File: src/rtl/store_unit_pkg.sv
package store_unit_pkg;

    localparam int ADDR_W = 24;
    localparam int BYTE_W = 8;
    localparam int WORD_W = 16;

    localparam logic [7:0] OP_SX_ABS  = 8'h8E;
    localparam logic [7:0] OP_SX_DIR  = 8'h86;
    localparam logic [7:0] OP_SX_DIRY = 8'h96;
    localparam logic [7:0] OP_SY_ABS  = 8'h8C;
    localparam logic [7:0] OP_SY_DIR  = 8'h84;
    localparam logic [7:0] OP_SY_DIRX = 8'h94;
    localparam logic [7:0] OP_SZ_ABS  = 8'h9C;
    localparam logic [7:0] OP_SZ_DIR  = 8'h64;
    localparam logic [7:0] OP_SZ_ABSX = 8'h9E;
    localparam logic [7:0] OP_SZ_DIRX = 8'h74;

    typedef enum logic [2:0] {
        AM_ABS,
        AM_ABSX,
        AM_DIR,
        AM_DIRX,
        AM_DIRY
    } amode_e;

    typedef enum logic [1:0] {
        SRC_X,
        SRC_Y,
        SRC_ZERO
    } src_e;

    typedef struct packed {
        logic   known;
        amode_e mode;
        src_e   src;
    } dec_t;

    typedef enum logic [1:0] {
        PH_IDLE,
        PH_LO,
        PH_HI,
        PH_FIN
    } phase_e;

endpackage

File: src/rtl/store_unit_decode.sv
module store_unit_decode
    import store_unit_pkg::*;
(
    input  logic [7:0] opcode,
    output dec_t       dec
);

    always_comb begin
        dec = '{known: 1'b1, mode: AM_ABS, src: SRC_X};
        case (opcode)
            OP_SX_ABS:  dec = '{known: 1'b1, mode: AM_ABS,  src: SRC_X};
            OP_SX_DIR:  dec = '{known: 1'b1, mode: AM_DIR,  src: SRC_X};
            OP_SX_DIRY: dec = '{known: 1'b1, mode: AM_DIRY, src: SRC_X};
            OP_SY_ABS:  dec = '{known: 1'b1, mode: AM_ABS,  src: SRC_Y};
            OP_SY_DIR:  dec = '{known: 1'b1, mode: AM_DIR,  src: SRC_Y};
            OP_SY_DIRX: dec = '{known: 1'b1, mode: AM_DIRX, src: SRC_Y};
            OP_SZ_ABS:  dec = '{known: 1'b1, mode: AM_ABS,  src: SRC_ZERO};
            OP_SZ_DIR:  dec = '{known: 1'b1, mode: AM_DIR,  src: SRC_ZERO};
            OP_SZ_ABSX: dec = '{known: 1'b1, mode: AM_ABSX, src: SRC_ZERO};
            OP_SZ_DIRX: dec = '{known: 1'b1, mode: AM_DIRX, src: SRC_ZERO};
            default:    dec = '{known: 1'b0, mode: AM_ABS,  src: SRC_X};
        endcase
    end

endmodule

File: src/rtl/store_unit_agen.sv
module store_unit_agen
    import store_unit_pkg::*;
(
    input  amode_e              mode,
    input  logic [WORD_W-1:0]   operand,
    input  logic [WORD_W-1:0]   x_reg,
    input  logic [WORD_W-1:0]   y_reg,
    input  logic [WORD_W-1:0]   dp_reg,
    input  logic [BYTE_W-1:0]   dbank,
    input  logic                x_flag,
    output logic [ADDR_W-1:0]   ea
);

    logic [WORD_W-1:0] idx_raw;
    logic [WORD_W-1:0] idx;
    logic [ADDR_W-1:0] abs_ea;
    logic [WORD_W-1:0] dir_ea;

    always_comb begin
        idx_raw = (mode == AM_DIRY) ? y_reg : x_reg;
        // 8-bit index width: upper half of the index does not take part
        idx     = x_flag ? {{(WORD_W-BYTE_W){1'b0}}, idx_raw[BYTE_W-1:0]} : idx_raw;
        abs_ea  = {dbank, operand};
        dir_ea  = dp_reg + {{(WORD_W-BYTE_W){1'b0}}, operand[BYTE_W-1:0]};
        case (mode)
            AM_ABS:  ea = abs_ea;
            AM_ABSX: ea = abs_ea + {{(ADDR_W-WORD_W){1'b0}}, idx};
            AM_DIR:  ea = {{(ADDR_W-WORD_W){1'b0}}, dir_ea};
            default: ea = {{(ADDR_W-WORD_W){1'b0}}, dir_ea + idx};
        endcase
    end

endmodule

File: src/rtl/store_unit_cost.sv
module store_unit_cost
    import store_unit_pkg::*;
#(
    parameter int CYC_W = 4
) (
    input  amode_e           mode,
    input  logic             wide,
    input  logic             dl_nz,
    output logic [CYC_W-1:0] cyc
);

    logic [CYC_W-1:0] base;
    logic             dir_form;

    always_comb begin
        dir_form = (mode == AM_DIR) || (mode == AM_DIRX) || (mode == AM_DIRY);
        base     = (mode == AM_DIR) ? CYC_W'(3) : CYC_W'(4);
        cyc      = base + CYC_W'(wide) + CYC_W'(dir_form & dl_nz);
    end

endmodule

File: src/rtl/store_unit.sv
module store_unit
    import store_unit_pkg::*;
#(
    parameter int CYC_W = 4
) (
    input  logic               clk,
    input  logic               rst_n,
    input  logic               start,
    input  logic [7:0]         opcode,
    input  logic [15:0]        operand,
    input  logic [15:0]        x_reg,
    input  logic [15:0]        y_reg,
    input  logic [15:0]        dp_reg,
    input  logic [7:0]         dbank,
    input  logic               m_flag,
    input  logic               x_flag,
    output logic               wr_valid,
    output logic [23:0]        wr_addr,
    output logic [7:0]         wr_data,
    input  logic               wr_ready,
    output logic               done,
    output logic [CYC_W-1:0]   cycles,
    output logic               bad_op,
    output logic               busy
);

    typedef struct packed {
        phase_e              phase;
        logic [ADDR_W-1:0]   addr;
        logic [BYTE_W-1:0]   lo;
        logic [BYTE_W-1:0]   hi;
        logic                wide;
        logic [CYC_W-1:0]    cyc;
        logic                bad;
    } st_t;

    localparam st_t ST_RESET = '{
        phase: PH_IDLE, addr: '0, lo: '0, hi: '0, wide: 1'b0, cyc: '0, bad: 1'b0
    };

    dec_t              dec;
    logic [ADDR_W-1:0] ea;
    logic [CYC_W-1:0]  cost;
    logic              wide_now;
    logic [WORD_W-1:0] src_val;
    st_t               s_d;
    st_t               s_q;

    store_unit_decode u_dec (
        .opcode (opcode),
        .dec    (dec)
    );

    store_unit_agen u_agen (
        .mode    (dec.mode),
        .operand (operand),
        .x_reg   (x_reg),
        .y_reg   (y_reg),
        .dp_reg  (dp_reg),
        .dbank   (dbank),
        .x_flag  (x_flag),
        .ea      (ea)
    );

    always_comb begin
        wide_now = (dec.src == SRC_ZERO) ? ~m_flag : ~x_flag;
        case (dec.src)
            SRC_X:   src_val = x_reg;
            SRC_Y:   src_val = y_reg;
            default: src_val = '0;
        endcase
    end

    store_unit_cost #(.CYC_W(CYC_W)) u_cost (
        .mode  (dec.mode),
        .wide  (wide_now),
        .dl_nz (|dp_reg[BYTE_W-1:0]),
        .cyc   (cost)
    );

    always_comb begin
        s_d     = s_q;
        s_d.bad = 1'b0;
        case (s_q.phase)
            PH_IDLE: begin
                if (start) begin
                    if (dec.known) begin
                        s_d.phase = PH_LO;
                        s_d.addr  = ea;
                        s_d.lo    = src_val[BYTE_W-1:0];
                        s_d.hi    = src_val[WORD_W-1:BYTE_W];
                        s_d.wide  = wide_now;
                        s_d.cyc   = cost;
                    end else begin
                        s_d.bad   = 1'b1;
                    end
                end
            end
            PH_LO: begin
                if (wr_ready) begin
                    s_d.phase = s_q.wide ? PH_HI : PH_FIN;
                end
            end
            PH_HI: begin
                if (wr_ready) begin
                    s_d.phase = PH_FIN;
                end
            end
            default: s_d.phase = PH_IDLE;
        endcase
    end

    always_ff @(posedge clk) begin
        if (!rst_n) begin
            s_q <= ST_RESET;
        end else begin
            s_q <= s_d;
        end
    end

    always_comb begin
        wr_valid = (s_q.phase == PH_LO) || (s_q.phase == PH_HI);
        wr_addr  = (s_q.phase == PH_HI) ? s_q.addr + {{(ADDR_W-1){1'b0}}, 1'b1} : s_q.addr;
        wr_data  = (s_q.phase == PH_HI) ? s_q.hi : s_q.lo;
        done     = (s_q.phase == PH_FIN);
        cycles   = s_q.cyc;
        bad_op   = s_q.bad;
        busy     = (s_q.phase != PH_IDLE);
    end

endmodule

File: config.mk
export PLATFORM = sky130hd
export DESIGN_NAME = store_unit
export DESIGN_NICKNAME = d
export VERILOG_FILES = /design/src/rtl/store_unit_pkg.sv /design/src/rtl/store_unit_decode.sv /design/src/rtl/store_unit_agen.sv /design/src/rtl/store_unit_cost.sv /design/src/rtl/store_unit.sv
export SDC_FILE = /design/constraint.sdc
export NUM_CORES = 1
export LEC_CHECK = 0
export ABC_CLOCK_PERIOD_IN_PS = 6600
export BUFFER_PORTS_ARGS = -buffer_cell sky130_fd_sc_hd__buf_2
export CORE_MARGIN = 4
export CORE_UTILIZATION = 40
export DETAILED_ROUTE_END_ITERATION = 7
export PLACE_DENSITY = 0.7
export SETUP_SLACK_MARGIN = 0.02
export SLEW_MARGIN = 20
export SYNTH_ARGS = -nofsm -noshare
export SYNTH_HDL_FRONTEND = slang
export SYNTH_SLANG_ARGS = --single-unit
File: constraint.sdc
create_clock -name clk -period 6.6 [get_ports clk]
set_input_delay 0.66 -clock clk [delete_from_list [all_inputs] [get_ports clk]]
set_output_delay 0.66 -clock clk [all_outputs]
set_load 0.01 [all_outputs]
==> impl_metrics.csv <==
group,metric,value,unit
status,run_status,"completed",
floorplan,chipHeight,123,µm
synth,post_synth_inst_count,720,
power_and_ir_drop,p_leak,0.00269,µW
clock_network,max-clock-path-buffers,2,
clock_network,clkSinkCount,47,
detailed_routing,ratio_of_routed_vias_to_standard_cells,5.80,
synth,postSynth.asyncResetShare,0,
setup_path,reg2reg_setup_slack,4000,ps
synth,synth_sequential_area_ratio,0.177,
floorplan,floorplan.die_area,0.0152,mm²
clock_network,tritoncts,"yes",
min_path,worst_hold_path_type,"register to register",
synth,netlist.area_leader.share,0.177,
timing,grt_setup_unrepaired,"no",
timing,period_share,0.681,
setup_path,critical_path_class,"input port to register",
floorplan,row_count,41,
placement,hpwl,13900,µm
finish,fillers,1343,
finish,layout-area-overhead-vs-synth,17.0,%
setup_path,rr_worst_depth,7,
placement,placement.io_buffers,124,
detailed_routing,detail_route.first_pass.iterations,6,
power_and_ir_drop,power_density_cells,144,mW/mm²
synth,yosys.area.top_type,"dfxtp_1",
detailed_routing,detail_route.iter0.violations,556,
setup_path,crit_required,6740,ps
min_path,worst_hold_startpoint,"cycles[0]",
run,drv.max_cap_violation_count,0,
global_route,grt_start_max_net_pins,36,
finish,antennaDiodeCount,0,
setup_path,worstSetupStartpointType,"input port",
synth,ys_top_cells_by_area,"dfxtp_1, ha_1, xnor2_1",
synth,ys_seq_elements,47,
detailed_routing,num_vias,5799,
timing,maxSlewViolCount,0,
synth,nets_in_the_synthesized_netlist,851,
min_path,worst_hold_path.num_cells,2,
setup_path,regToRegEndpoint,"s_q[36]",
clock_network,post-cts-setup-buffer-count,0,
floorplan,core_ar,0.0128,mm²
timing,final_hold_fails,0,
floorplan,boundary_pins,126,
detailed_routing,route.detailed.drc,0,
clock_network,clock-root-buffer,"clkbuf_16",
synth,ys_top_cells_by_count,"nand2_1, nor2_1, a21oi_1, dfxtp_1, xnor2_1",
timing,fin_setup_tns,0,ps
global_route,gr-usage-all-layers,0.219,
clock_network,cts_inserted_buffers,5,
detailed_routing,ant_nets,0,
clock_network,clk_latency,290,ps
floorplan,width_of_the_chip,123,µm
setup_path,critPathMaxFanout,12,
clock_network,clkTransAtPathRegs,70,ps
power_and_ir_drop,power.ir.vdd_worst,0.0962,mV
placement,gpl.final_weighted_congestion,0.955,
global_route,grt-ovfl-total,0,
min_path,min_to,"cycles[0]",
floorplan,initial_core_util,0.414,
timing,timing_worst_slew_pin_value,1080,ps
synth,post-synth-top-count-cell,"nand2_1",
synth,synth_flop_cell,"dfxtp_1",
timing,max_freq,0.223,GHz
setup_path,cp_data_arrival_time,4640,ps
global_route,via_count_of_the_first_global_routing_pass,5090,
clock_network,h_tree_lvl_count,2,
timing,timing.clock.skew,5.44,ps
detailed_routing,totalWireLength,17200,µm
finish,drive_above_1_share,0.199,
timing,setup_viol_count_final,0,
timing,post-route-min-period,4490,ps
clock_network,post_cts_resized,0,
synth,synth-edff-count,0,
global_route,grt_first_pass_wirelength,26300,µm
finish,nNetsFinal,958,
setup_path,setup.worst_path.end_class,"register",
synth,synth.lib_cells_used.distinct,74,
timing,worst_slew_margin_rel,0.276,
synth,avgSynthCellArea,7.37,µm²
finish,final_core_utilization,0.484,
synth,synth.cell_area,0.00531,mm²
synth,synth-warning-count,0,
detailed_routing,avgRoutedWirePerCell,17.2,µm
clock_network,ctsHoldBuffers,0,
global_route,antenna_found_initial,0,
setup_path,regToRegStartpoint,"s_q[46]",
## cell usage in the layout (no fill, tap or decap), types with 6 or more instances in the layout
cell type / synthesis / routed
nand2b_1: 7 / 7
nand2_1: 85 / 85
xor2_1: 21 / 21
a22oi_1: 6 / 6
nand3_1: 25 / 25
inv_1: 21 / 21
o21ai_0: 41 / 41
buf_4: 4 / 6
a21o_1: 7 / 7
mux2_2: 9 / 9
dfxtp_1: 47 / 47
ha_1: 41 / 41
xnor2_1: 46 / 46
a21oi_1: 61 / 61
nor2_1: 62 / 61
nor3_1: 30 / 29
and3_1: 11 / 11
a31oi_1: 10 / 10
nor2b_1: 6 / 6
o21bai_1: 6 / 6
a221oi_1: 22 / 22
nand4_1: 12 / 12
a211oi_1: 10 / 10
buf_2: 3 / 124
## final cells by class
class	count	area, µm²	share of cell area
clock inverters	3	18.8	0.00302
inverters	23	86.3	0.0139
flip-flops and latches	47	941	0.152
repair buffers	130	666	0.107
multi-input cells	620	4150	0.669
clock buffers	5	125	0.0202
well taps	172	215	0.0347
## layer usage
| metal | part of all wire | routed length [µm] | track usage | vias to the layer above |
|---|---|---|---|---|
| met5 | 0 | 0 | 0 | - |
| met2 | 0.41 | 7070 | 0.315 | 261 |
| met4 | 0.031 | 539 | 0.0754 | 0 |
| li1 | - | - | - | 2873 |
| met1 | 0.47 | 8080 | 0.327 | 2633 |
| met3 | 0.087 | 1490 | 0.0348 | 32 |
## where the power goes
| part | switching (µW) | internal [µW] | leakage (µW) |
|---|---|---|---|
| Clock | 118 | 141 | 0.0000740 |
| Sequential | 3.22 | 287 | 0.000380 |
| Combinational | 196 | 145 | 0.00223 |
## critical path, stage by stage
cell,delay [ps]
buf_2,140
and4bb_1,310
nand2_1,300
nand2_1,160
nand2_1,100
ha_1,230
fa_1,420
a211oi_1,220
o21bai_1,130
a2111oi_0,670
o21ai_0,280
o211ai_2,400
o211ai_2,200
nand4_1,150
xor2_1,150
o22ai_1,100
## worst max path at each step
stage / depth (start not counted) / from / endpoint / slack, ps
floorplan: 18 / opcode[6] / s_q[34] / 2280
global placement: 16 / opcode[3] / s_q[42] / 1980
detailed placement: 16 / opcode[3] / s_q[42] / 1880
CTS: 16 / opcode[3] / s_q[42] / 2180
global route: 16 / opcode[3] / s_q[38] / 1850
finish: 16 / opcode[3] / s_q[42] / 2110
## registers in the layout (all words and copies together) (netlist names)
name,flops
bad_op,1
cycles,3
s_q,43
## stage by stage
step | instances | hold WS, ps | worst slack, ps | total power (µW) | area [µm²]
6_report | 1000 | 453 | 2110 | 891 | 6210
5_1_grt | 1000 | 475 | 1850 | 942 | 6210
4_1_cts | 1000 | 459 | 2180 | 889 | 6200
3_5_place_dp | 992 | 449 | 1880 | 632 | 6060
3_3_place_gp | 992 | 449 | 1980 | 632 | 6060
2_1_floorplan | 720 | 436 | 2280 | 536 | 5310
## logic make-up (layout without fill, tap and decap cells)
| kind of cell | count (synthesis) | count (layout) | synth area share |
|---|---|---|---|
| AOI/OAI and AO/OA | 213 | 213 | 0.264 |
| other | 1 | 1 | 0.000707 |
| muxes | 14 | 14 | 0.0285 |
| xor gates and xnor gates | 67 | 67 | 0.111 |
| adders and majority gates | 51 | 51 | 0.123 |
| and+or+nand+nor | 274 | 274 | 0.254 |
| DFF | 47 | 47 | 0.177 |
| buffers and inverters | 53 | 161 | 0.0410 |
Power figures use the tool's default switching activity.
